$ cat src/rtl/lzi_pkg.sv
package lzi_pkg;
    typedef enum logic [1:0] {
        ST_IDLE    = 2'd0,
        ST_COLLECT = 2'd1,
        ST_SEND    = 2'd2,
        ST_FINISH  = 2'd3
    } lzi_state_t;
endpackage

$ cat src/rtl/lzi_item_decider.sv
module lzi_item_decider #(
    parameter int IDX_W  = 12,
    parameter int EXT_W  = 4,
    parameter int ITEM_W = IDX_W + EXT_W,
    parameter int SKIP_W = EXT_W + 2
) (
    input  logic              clk,
    input  logic              rst_n,
    input  logic              clear,
    input  logic              fire,
    input  logic [7:0]        in_byte,
    input  logic              in_eof,
    input  logic              hit,
    input  logic [IDX_W-1:0]  hit_index,
    input  logic [EXT_W-1:0]  hit_extra,
    input  logic              literal_only,
    output logic              item_push,
    output logic              item_copy,
    output logic [ITEM_W-1:0] item_word,
    output logic              skip_idle
);
    logic [SKIP_W-1:0] skip_q;

    assign skip_idle = (skip_q == '0);
    assign item_push = fire && skip_idle;
    // end-of-file beat and literal-only mode force a literal
    assign item_copy = hit && !in_eof && !literal_only;

    always_comb begin
        if (item_copy)
            item_word = {hit_extra, hit_index};
        else
            item_word = {{(ITEM_W-8){1'b0}}, in_byte};
    end

    // bytes still covered by the last copy
    always_ff @(posedge clk or negedge rst_n) begin
        if (!rst_n)
            skip_q <= '0;
        else if (clear)
            skip_q <= '0;
        else if (fire) begin
            if (!skip_idle)
                skip_q <= skip_q - SKIP_W'(1);
            else if (item_copy)
                skip_q <= SKIP_W'(hit_extra) + SKIP_W'(2);
        end
    end

    // a consumed beat during a skip span must never yield an item
    assert_skip_no_item_R3: assert property (@(posedge clk) disable iff (!rst_n)
        (fire && !skip_idle) |-> !item_push);
endmodule

$ cat src/rtl/lzi_group_buffer.sv
module lzi_group_buffer #(
    parameter int GRP_N  = 16,
    parameter int ITEM_W = 16,
    parameter int CNT_W  = $clog2(GRP_N + 1)
) (
    input  logic                    clk,
    input  logic                    rst_n,
    input  logic                    clear,
    input  logic                    push,
    input  logic                    push_copy,
    input  logic [ITEM_W-1:0]       push_word,
    output logic [GRP_N-1:0]        ctrl,
    output logic [GRP_N*ITEM_W-1:0] items,
    output logic [CNT_W-1:0]        count,
    output logic                    full
);
    assign full = (count == CNT_W'(GRP_N));

    always_ff @(posedge clk or negedge rst_n) begin
        if (!rst_n)
            count <= '0;
        else if (clear)
            count <= '0;
        else if (push)
            count <= count + CNT_W'(1);
    end

    for (genvar g = 0; g < GRP_N; g++) begin : g_slot
        always_ff @(posedge clk or negedge rst_n) begin
            if (!rst_n) begin
                items[g*ITEM_W +: ITEM_W] <= '0;
                ctrl[g]                   <= 1'b0;
            end else if (clear) begin
                items[g*ITEM_W +: ITEM_W] <= '0;
                ctrl[g]                   <= 1'b0;
            end else if (push && count == CNT_W'(g)) begin
                items[g*ITEM_W +: ITEM_W] <= push_word;
                ctrl[g]                   <= push_copy;
            end
        end
    end

    assert_no_overflow_R4: assert property (@(posedge clk) disable iff (!rst_n)
        push |-> !full);
    // control bits above the fill level stay clear
    assert_ctrl_clean_R2: assert property (@(posedge clk) disable iff (!rst_n)
        (ctrl >> count) == '0);
endmodule

$ cat src/rtl/lzi_encoder.sv
module lzi_encoder #(
    parameter int IDX_W = 12,
    parameter int EXT_W = 4,
    parameter int GRP_N = 16,
    localparam int ITEM_W = IDX_W + EXT_W,
    localparam int SIZE_W = $clog2(GRP_N + 1),
    localparam int SKIP_W = EXT_W + 2
) (
    input  logic                    clk,
    input  logic                    rst_n,
    input  logic                    go,
    input  logic                    mode,
    output logic                    busy,
    output logic                    done,
    input  logic [7:0]              in_byte,
    input  logic                    in_valid,
    output logic                    in_taken,
    input  logic                    in_eof,
    input  logic                    hit,
    input  logic [IDX_W-1:0]        hit_index,
    input  logic [EXT_W-1:0]        hit_extra,
    output logic                    out_valid,
    input  logic                    out_taken,
    output logic                    out_last,
    output logic [SIZE_W-1:0]       out_size,
    output logic [GRP_N-1:0]        out_ctrl,
    output logic [GRP_N*ITEM_W-1:0] out_items
);
    import lzi_pkg::*;

    lzi_state_t state_q, state_d;
    logic       mode_q, last_q;
    logic       start, fire, grp_clear;
    logic       item_push, item_copy, skip_idle, grp_full;
    logic [ITEM_W-1:0] item_word;

    assign start     = (state_q == ST_IDLE) && go;
    assign fire      = in_valid && in_taken;
    assign grp_clear = start || (state_q == ST_SEND && out_taken);

    lzi_item_decider #(
        .IDX_W(IDX_W), .EXT_W(EXT_W), .ITEM_W(ITEM_W), .SKIP_W(SKIP_W)
    ) u_decider (
        .clk(clk), .rst_n(rst_n), .clear(start), .fire(fire),
        .in_byte(in_byte), .in_eof(in_eof), .hit(hit),
        .hit_index(hit_index), .hit_extra(hit_extra),
        .literal_only(mode_q),
        .item_push(item_push), .item_copy(item_copy),
        .item_word(item_word), .skip_idle(skip_idle)
    );

    lzi_group_buffer #(
        .GRP_N(GRP_N), .ITEM_W(ITEM_W), .CNT_W(SIZE_W)
    ) u_group (
        .clk(clk), .rst_n(rst_n), .clear(grp_clear),
        .push(item_push), .push_copy(item_copy), .push_word(item_word),
        .ctrl(out_ctrl), .items(out_items), .count(out_size), .full(grp_full)
    );

    // state register
    always_ff @(posedge clk or negedge rst_n) begin
        if (!rst_n) begin
            state_q <= ST_IDLE;
            mode_q  <= 1'b0;
            last_q  <= 1'b0;
        end else begin
            state_q <= state_d;
            if (start) begin
                mode_q <= mode;
                last_q <= 1'b0;
            end else if (fire && in_eof) begin
                last_q <= 1'b1;
            end
        end
    end

    // next state
    always_comb begin
        state_d = state_q;
        unique case (state_q)
            ST_IDLE:    if (go) state_d = ST_COLLECT;
            ST_COLLECT: begin
                if (fire && in_eof)
                    state_d = ST_SEND;
                else if (grp_full && skip_idle && in_valid)
                    state_d = ST_SEND;
            end
            ST_SEND:    if (out_taken) state_d = last_q ? ST_FINISH : ST_COLLECT;
            ST_FINISH:  state_d = ST_IDLE;
            default:    state_d = ST_IDLE;
        endcase
    end

    // outputs
    always_comb begin
        busy      = (state_q != ST_IDLE);
        done      = (state_q == ST_FINISH);
        out_valid = (state_q == ST_SEND);
        out_last  = last_q;
        in_taken  = (state_q == ST_COLLECT) && !(grp_full && skip_idle);
    end

    assert_hold_R9: assert property (@(posedge clk) disable iff (!rst_n)
        (out_valid && !out_taken) |=> (out_valid && $stable(out_size) &&
        $stable(out_ctrl) && $stable(out_last) && $stable(out_items)));
    assert_no_input_while_offer_R9: assert property (@(posedge clk) disable iff (!rst_n)
        out_valid |-> !in_taken);
    assert_size_range_R4: assert property (@(posedge clk) disable iff (!rst_n)
        out_valid |-> (out_size != '0 && out_size <= SIZE_W'(GRP_N)));
    assert_done_after_take_R6: assert property (@(posedge clk) disable iff (!rst_n)
        done |-> $past(out_valid && out_taken && out_last));
    assert_busy_drops_R6: assert property (@(posedge clk) disable iff (!rst_n)
        done |=> !busy);
    assert_busy_hold_R7: assert property (@(posedge clk) disable iff (!rst_n)
        (busy && !done) |=> busy);
endmodule

$ cat config.mk
export PLATFORM = sky130hd
export DESIGN_NAME = lzi_encoder
export DESIGN_NICKNAME = d
export VERILOG_FILES = /design/src/rtl/lzi_pkg.sv /design/src/rtl/lzi_item_decider.sv /design/src/rtl/lzi_group_buffer.sv /design/src/rtl/lzi_encoder.sv
export SDC_FILE = /design/constraint.sdc
export NUM_CORES = 1
export LEC_CHECK = 0
export BUFFER_PORTS_ARGS = -buffer_cell sky130_fd_sc_hd__buf_4
export CORE_MARGIN = 3
export CORE_UTILIZATION = 40
export CTS_BUF_LIST = sky130_fd_sc_hd__clkbuf_16
export DETAILED_ROUTE_END_ITERATION = 6
export HOLD_SLACK_MARGIN = 0.02
export SETUP_SLACK_MARGIN = 0.3
export SYNTH_ARGS = -nofsm -noshare
export SYNTH_HDL_FRONTEND = slang
export SYNTH_SLANG_ARGS = --single-unit
$ cat constraint.sdc
create_clock -name clk -period 2.7 [get_ports clk]
set_clock_uncertainty 0.05 [all_clocks]
set_input_delay 0.54 -clock clk [delete_from_list [all_inputs] [get_ports clk]]
set_output_delay 0.54 -clock clk [all_outputs]
set_load 0.02 [all_outputs]
==> impl_results.html <==
<table>
<tr><th>Metric</th><th>Value</th></tr>
<tr><th colspan="2">Outcome</th></tr>
<tr><td>Outcome</td><td>complete, no violations</td></tr>
<tr><th colspan="2">Setup path</th></tr>
<tr><td>Reg-to-reg critical path endpoint</td><td>u_group.items[225]</td></tr>
<tr><td>Highest fanout seen on the critical path</td><td>2</td></tr>
<tr><td>Startpoint of the most critical register-to-register path</td><td>u_decider.skip_q[0]</td></tr>
<tr><td>Type of the worst setup path</td><td>flop to output pin</td></tr>
<tr><td>Required arrival time at the worst endpoint</td><td>2.11 ns</td></tr>
<tr><td>Worst setup EP type</td><td>output pin</td></tr>
<tr><td>Count of cells along the worst register-to-register path</td><td>8</td></tr>
<tr><td>Critical path arrival</td><td>between 2 and 2.5 ns</td></tr>
<tr><td>Setup crit start kind</td><td>flop</td></tr>
<tr><td>Reg2reg setup slack</td><td>0.39 ns</td></tr>
<tr><th colspan="2">STA</th></tr>
<tr><td>Number of max-slew violations in the final report</td><td>0</td></tr>
<tr><td>Worst-case hold slack</td><td>roughly 0.14 ns</td></tr>
<tr><td>Fin crit period</td><td>2.614 ns</td></tr>
<tr><td>Unrepaired setup endpoints after global routing</td><td>true</td></tr>
<tr><td>Transition time at the pin with the least slew margin</td><td>0.9718 ns</td></tr>
<tr><td>Final number of hold-violating endpoints</td><td>0</td></tr>
<tr><td>Timing-limited maximum frequency</td><td>0.3825 GHz</td></tr>
<tr><td>Final setup TNS</td><td>0 ns</td></tr>
<tr><td>Final-report setup violation count</td><td>0</td></tr>
<tr><td>Period Utilization, post-route</td><td>96.82%</td></tr>
<tr><td>Relative slew margins</td><td>a little over a third</td></tr>
<tr><th colspan="2">Floorplan</th></tr>
<tr><td>Placeable core area</td><td>28240 µm²</td></tr>
<tr><td>Top Ports</td><td>314</td></tr>
<tr><td>Number of rows created at floorplan</td><td>61</td></tr>
<tr><td>Horizontal die dimension</td><td>176.7 µm</td></tr>
<tr><td>Floorplan die area</td><td>31210 µm²</td></tr>
<tr><td>Initial Util</td><td>between 40 and 50%</td></tr>
<tr><td>Die Ht</td><td>between 150 and 200 µm</td></tr>
<tr><th colspan="2">Final layout</th></tr>
<tr><td>Final-stage net count</td><td>1303</td></tr>
<tr><td>Fraction of final layout cells sized beyond drive strength 1</td><td>44.60%</td></tr>
<tr><td>Layout area overhead</td><td>34.37%</td></tr>
<tr><td>Utilization after layout</td><td>55.43%</td></tr>
<tr><td>Ant diodes</td><td>0</td></tr>
<tr><td>Post-route design area</td><td>around 16000 µm²</td></tr>
<tr><td>Most common library cell in the layout ignoring fill and taps</td><td>sky130_fd_sc_hd__buf_4</td></tr>
<tr><td>Fillers</td><td>2452</td></tr>
<tr><td>Most frequent cells in the layout</td><td>sky130_fd_sc_hd__buf_4 (350), sky130_fd_sc_hd__dfrtp_1 (287), sky130_fd_sc_hd__o21ai_0 (135)</td></tr>
<tr><th colspan="2">Clock network</th></tr>
<tr><td>Clk_lat worst skew</td><td>0.55 ns</td></tr>
<tr><td>Clock sink count</td><td>287</td></tr>
<tr><td>CTS HTree Levels</td><td>1</td></tr>
<tr><td>Clock tree from TritonCTS</td><td>yes</td></tr>
<tr><td>CTS clk-pin slew, worst paths</td><td>~0.060 ns</td></tr>
<tr><td>Root Buffer</td><td>sky130_fd_sc_hd__clkbuf_16</td></tr>
<tr><td>Maximum count of clock buffers along a single path</td><td>3</td></tr>
<tr><td>CTS Buf Count</td><td>31</td></tr>
<tr><th colspan="2">GRT</th></tr>
<tr><td>Pin count of the biggest net entering global routing</td><td>roughly 110</td></tr>
<tr><td>Initial antenna violation count</td><td>0</td></tr>
<tr><td>Grt total ovfl</td><td>0</td></tr>
<tr><td>Vias in the first global route</td><td>8467</td></tr>
<tr><td>Overall Global Routing Usage</td><td>21.77%</td></tr>
<tr><td>Global-route wire length before repair</td><td>52.78 mm</td></tr>
<tr><th colspan="2">Yosys</th></tr>
<tr><td>Syn Nets</td><td>roughly 980</td></tr>
<tr><td>Post-synthesis adder-cell area fraction</td><td>less than 1%</td></tr>
<tr><td>Synthesized area per cell</td><td>roughly 12 µm²</td></tr>
<tr><td>Share of synthesized registers carrying an async set or reset</td><td>100.0%</td></tr>
<tr><td>Number of instances in the synthesized netlist</td><td>938</td></tr>
<tr><td>Part of the Yosys area used for sequential elements</td><td>61.65%</td></tr>
<tr><td>Area of the mapped netlist</td><td>11650 µm²</td></tr>
<tr><td>Distinct cell type count of the synthesized netlist</td><td>48</td></tr>
<tr><td>Most area-consuming cells after synthesis</td><td>sky130_fd_sc_hd__dfrtp_1 (62%), sky130_fd_sc_hd__mux2_2 (12%), sky130_fd_sc_hd__o21ai_0 (5.8%)</td></tr>
<tr><td>Synthesis-stage register bit count</td><td>287</td></tr>
<tr><td>EDFF count, synth</td><td>0</td></tr>
<tr><td>Proportion of netlist area held by the largest area contributor</td><td>61.65%</td></tr>
<tr><td>Library cell with the largest summed area after synthesis</td><td>sky130_fd_sc_hd__dfrtp_1</td></tr>
<tr><td>Share of cell area taken by muxes after synthesis</td><td>14.61%</td></tr>
<tr><td>Xor-xnor portion of the synthesized cell area</td><td>less than 1%</td></tr>
<tr><td>Synthesis Warnings</td><td>0</td></tr>
<tr><td>Most used flip-flop cell after synthesis</td><td>sky130_fd_sc_hd__dfrtp_1</td></tr>
<tr><td>Compound-cell area share of the yosys netlist</td><td>6.950%</td></tr>
<tr><td>Main combinational cell family by area after synthesis</td><td>multiplexers</td></tr>
<tr><td>Simple-Gate Fraction of Synth Area</td><td>12.71%</td></tr>
<tr><th colspan="2">Worst hold path</th></tr>
<tr><td>HP Class</td><td>input port to flop</td></tr>
<tr><td>Worst Hold Depth</td><td>3</td></tr>
<tr><td>End point of the most critical hold path</td><td>mode_q</td></tr>
<tr><td>Source of the worst hold timing path</td><td>mode</td></tr>
<tr><th colspan="2">Detailed routing</th></tr>
<tr><td>Final routed DRC violation total</td><td>0</td></tr>
<tr><td>Wire length after detailed routing</td><td>34.84 mm</td></tr>
<tr><td>First-iteration detailed-routing DRC count</td><td>512</td></tr>
<tr><td>Count of nets left with antenna violations after detail routing</td><td>0</td></tr>
<tr><td>Routed via count divided by cell count</td><td>about 5.1</td></tr>
<tr><td>Vias</td><td>between 8k and 9k</td></tr>
<tr><td>First drt pass iteration count</td><td>6</td></tr>
<tr><td>Average detailed-routed wire length per instance</td><td>20.93 µm</td></tr>
<tr><th colspan="2">Power and ir drop</th></tr>
<tr><td>PwrDens</td><td>~1000 nW/µm²</td></tr>
<tr><td>Maximum ir drop on the vdd rail</td><td>811.0 µV</td></tr>
<tr><td>Clock network power share</td><td>24.8%</td></tr>
<tr><td>Portion of total power attributed to sequential cells</td><td>36.3%</td></tr>
<tr><td>Total net switching power</td><td>0.005970 W</td></tr>
<tr><td>Internal power of the cells</td><td>0.01046 W</td></tr>
<tr><td>Static Leakage</td><td>7.650 nW</td></tr>
<tr><td>Share of total power consumed by net switching</td><td>36.35%</td></tr>
<tr><td>Comb power frac</td><td>38.9%</td></tr>
<tr><td>Sum of internal, switching and leakage power</td><td>0.01643 W</td></tr>
<tr><th colspan="2">Place</th></tr>
<tr><td>PortBufs</td><td>313</td></tr>
<tr><td>Placed cell areas</td><td>14560 µm²</td></tr>
<tr><td>GPL Wtd Cong</td><td>0.8580</td></tr>
<tr><td>Final HPWL DP</td><td>24.33 mm</td></tr>
<tr><th colspan="2">Run</th></tr>
<tr><td>Maximum capacitance violations</td><td>0</td></tr>
</table>
metal layers:
metal  GRT usage (%)  vias up  wire [µm]
met2           34.09      270      15820
met4           4.223        0        666
met3           7.036       42       2933
met1           30.14     4222      15430
met5               0        -          0
li1                -     3979          -
logic make-up after synthesis:
kind of cell | Yosys count
AO/OA/AOI/OAI | 152
XOR/XNOR | 3
multiplexers | 154
AND/OR/NAND/NOR | 252
buffers and inverters | 82
adder cells (fa/ha/maj) | 8
flip-flops | 287
per-stage QoR:
stage / setup slack (ns) / std cells
after floorplan: 0.3917 / 938
after global placement: 0.2814 / 1601
after detailed placement: 0.2253 / 1601
after CTS: 0.06761 / 1663
after global routing: 0.001694 / 1665
final: 0.08585 / 1665
cell usage after synthesis, types with 8 or more instances:
cell	count
sky130_fd_sc_hd__o21ai_0	135
sky130_fd_sc_hd__nor2_1	26
sky130_fd_sc_hd__nand4_4	8
sky130_fd_sc_hd__mux2_2	128
sky130_fd_sc_hd__nand4_1	9
sky130_fd_sc_hd__buf_2	15
sky130_fd_sc_hd__clkbuf_1	37
sky130_fd_sc_hd__nand2_1	21
sky130_fd_sc_hd__nand3_1	134
sky130_fd_sc_hd__inv_1	15
sky130_fd_sc_hd__nor2b_1	9
sky130_fd_sc_hd__buf_1	10
sky130_fd_sc_hd__mux2i_1	26
sky130_fd_sc_hd__ha_1	8
sky130_fd_sc_hd__dfrtp_1	287
how the worst max path moves through the flow:
stage                                   start            endpoint  slack (ns)  depth (start not counted)
final                     u_decider.skip_q[0]            in_taken        0.09                          6
after global routing      u_decider.skip_q[0]            in_taken       0.002                          6
after CTS                 u_decider.skip_q[0]            in_taken        0.07                          6
after detailed placement               in_eof  u_group.items[181]        0.23                          6
after global placement                 in_eof   u_group.items[37]        0.28                          6
after floorplan           u_decider.skip_q[0]            in_taken        0.39                          6
worst max-delay path, stage by stage (launching register included):
cell                      delay (ns)
sky130_fd_sc_hd__dfrtp_1        0.40
sky130_fd_sc_hd__inv_2          0.08
sky130_fd_sc_hd__ha_4           0.14
sky130_fd_sc_hd__or4b_4         0.48
sky130_fd_sc_hd__nor3_4         0.15
sky130_fd_sc_hd__nor2_1         0.06
sky130_fd_sc_hd__buf_4          0.15
final cells by class:
type	count	area, µm²	share of cell area (%)
Inverter	15	56.30	0.3597
Clock inverter	26	197.7	1.263
Clock buffer	31	775.7	4.956
Multi-Input combinational cell	569	4184	26.73
Timing Repair Buffer	359	2784	17.79
Sequential cell	287	7182	45.88
Tap cell	378	473.0	3.022
sequential cells by signal, summed over array words and instances (netlist names):
| signal | count |
|---|---|
| u_group.count | 5 |
| u_decider.skip_q | 6 |
| state_q | 2 |
| out_last | 1 |
| u_group.ctrl | 16 |
| u_group.items | 256 |
| mode_q | 1 |
power by group through the flow:
stage | Combinational, W | Sequential (W) | Clock, W
CTS | 0.00646 | 0.00597 | 0.00417
global placement | 0.00631 | 0.00600 | 0
floorplan | 0.00260 | 0.00704 | 0
global route | 0.00683 | 0.00609 | 0.00436
finish | 0.00640 | 0.00596 | 0.00407
detailed placement | 0.00636 | 0.00601 | 0
timing repair:
action                                 CTS  global route
buffers inserted                         4             2
setup endpoints to repair                1            86
hold buffers                             1             0
pin swaps                                3             3
endpoints found under the hold margin   63             0
resized for setup                        8             5
No activity file was read; power rests on OpenSTA's default activity.
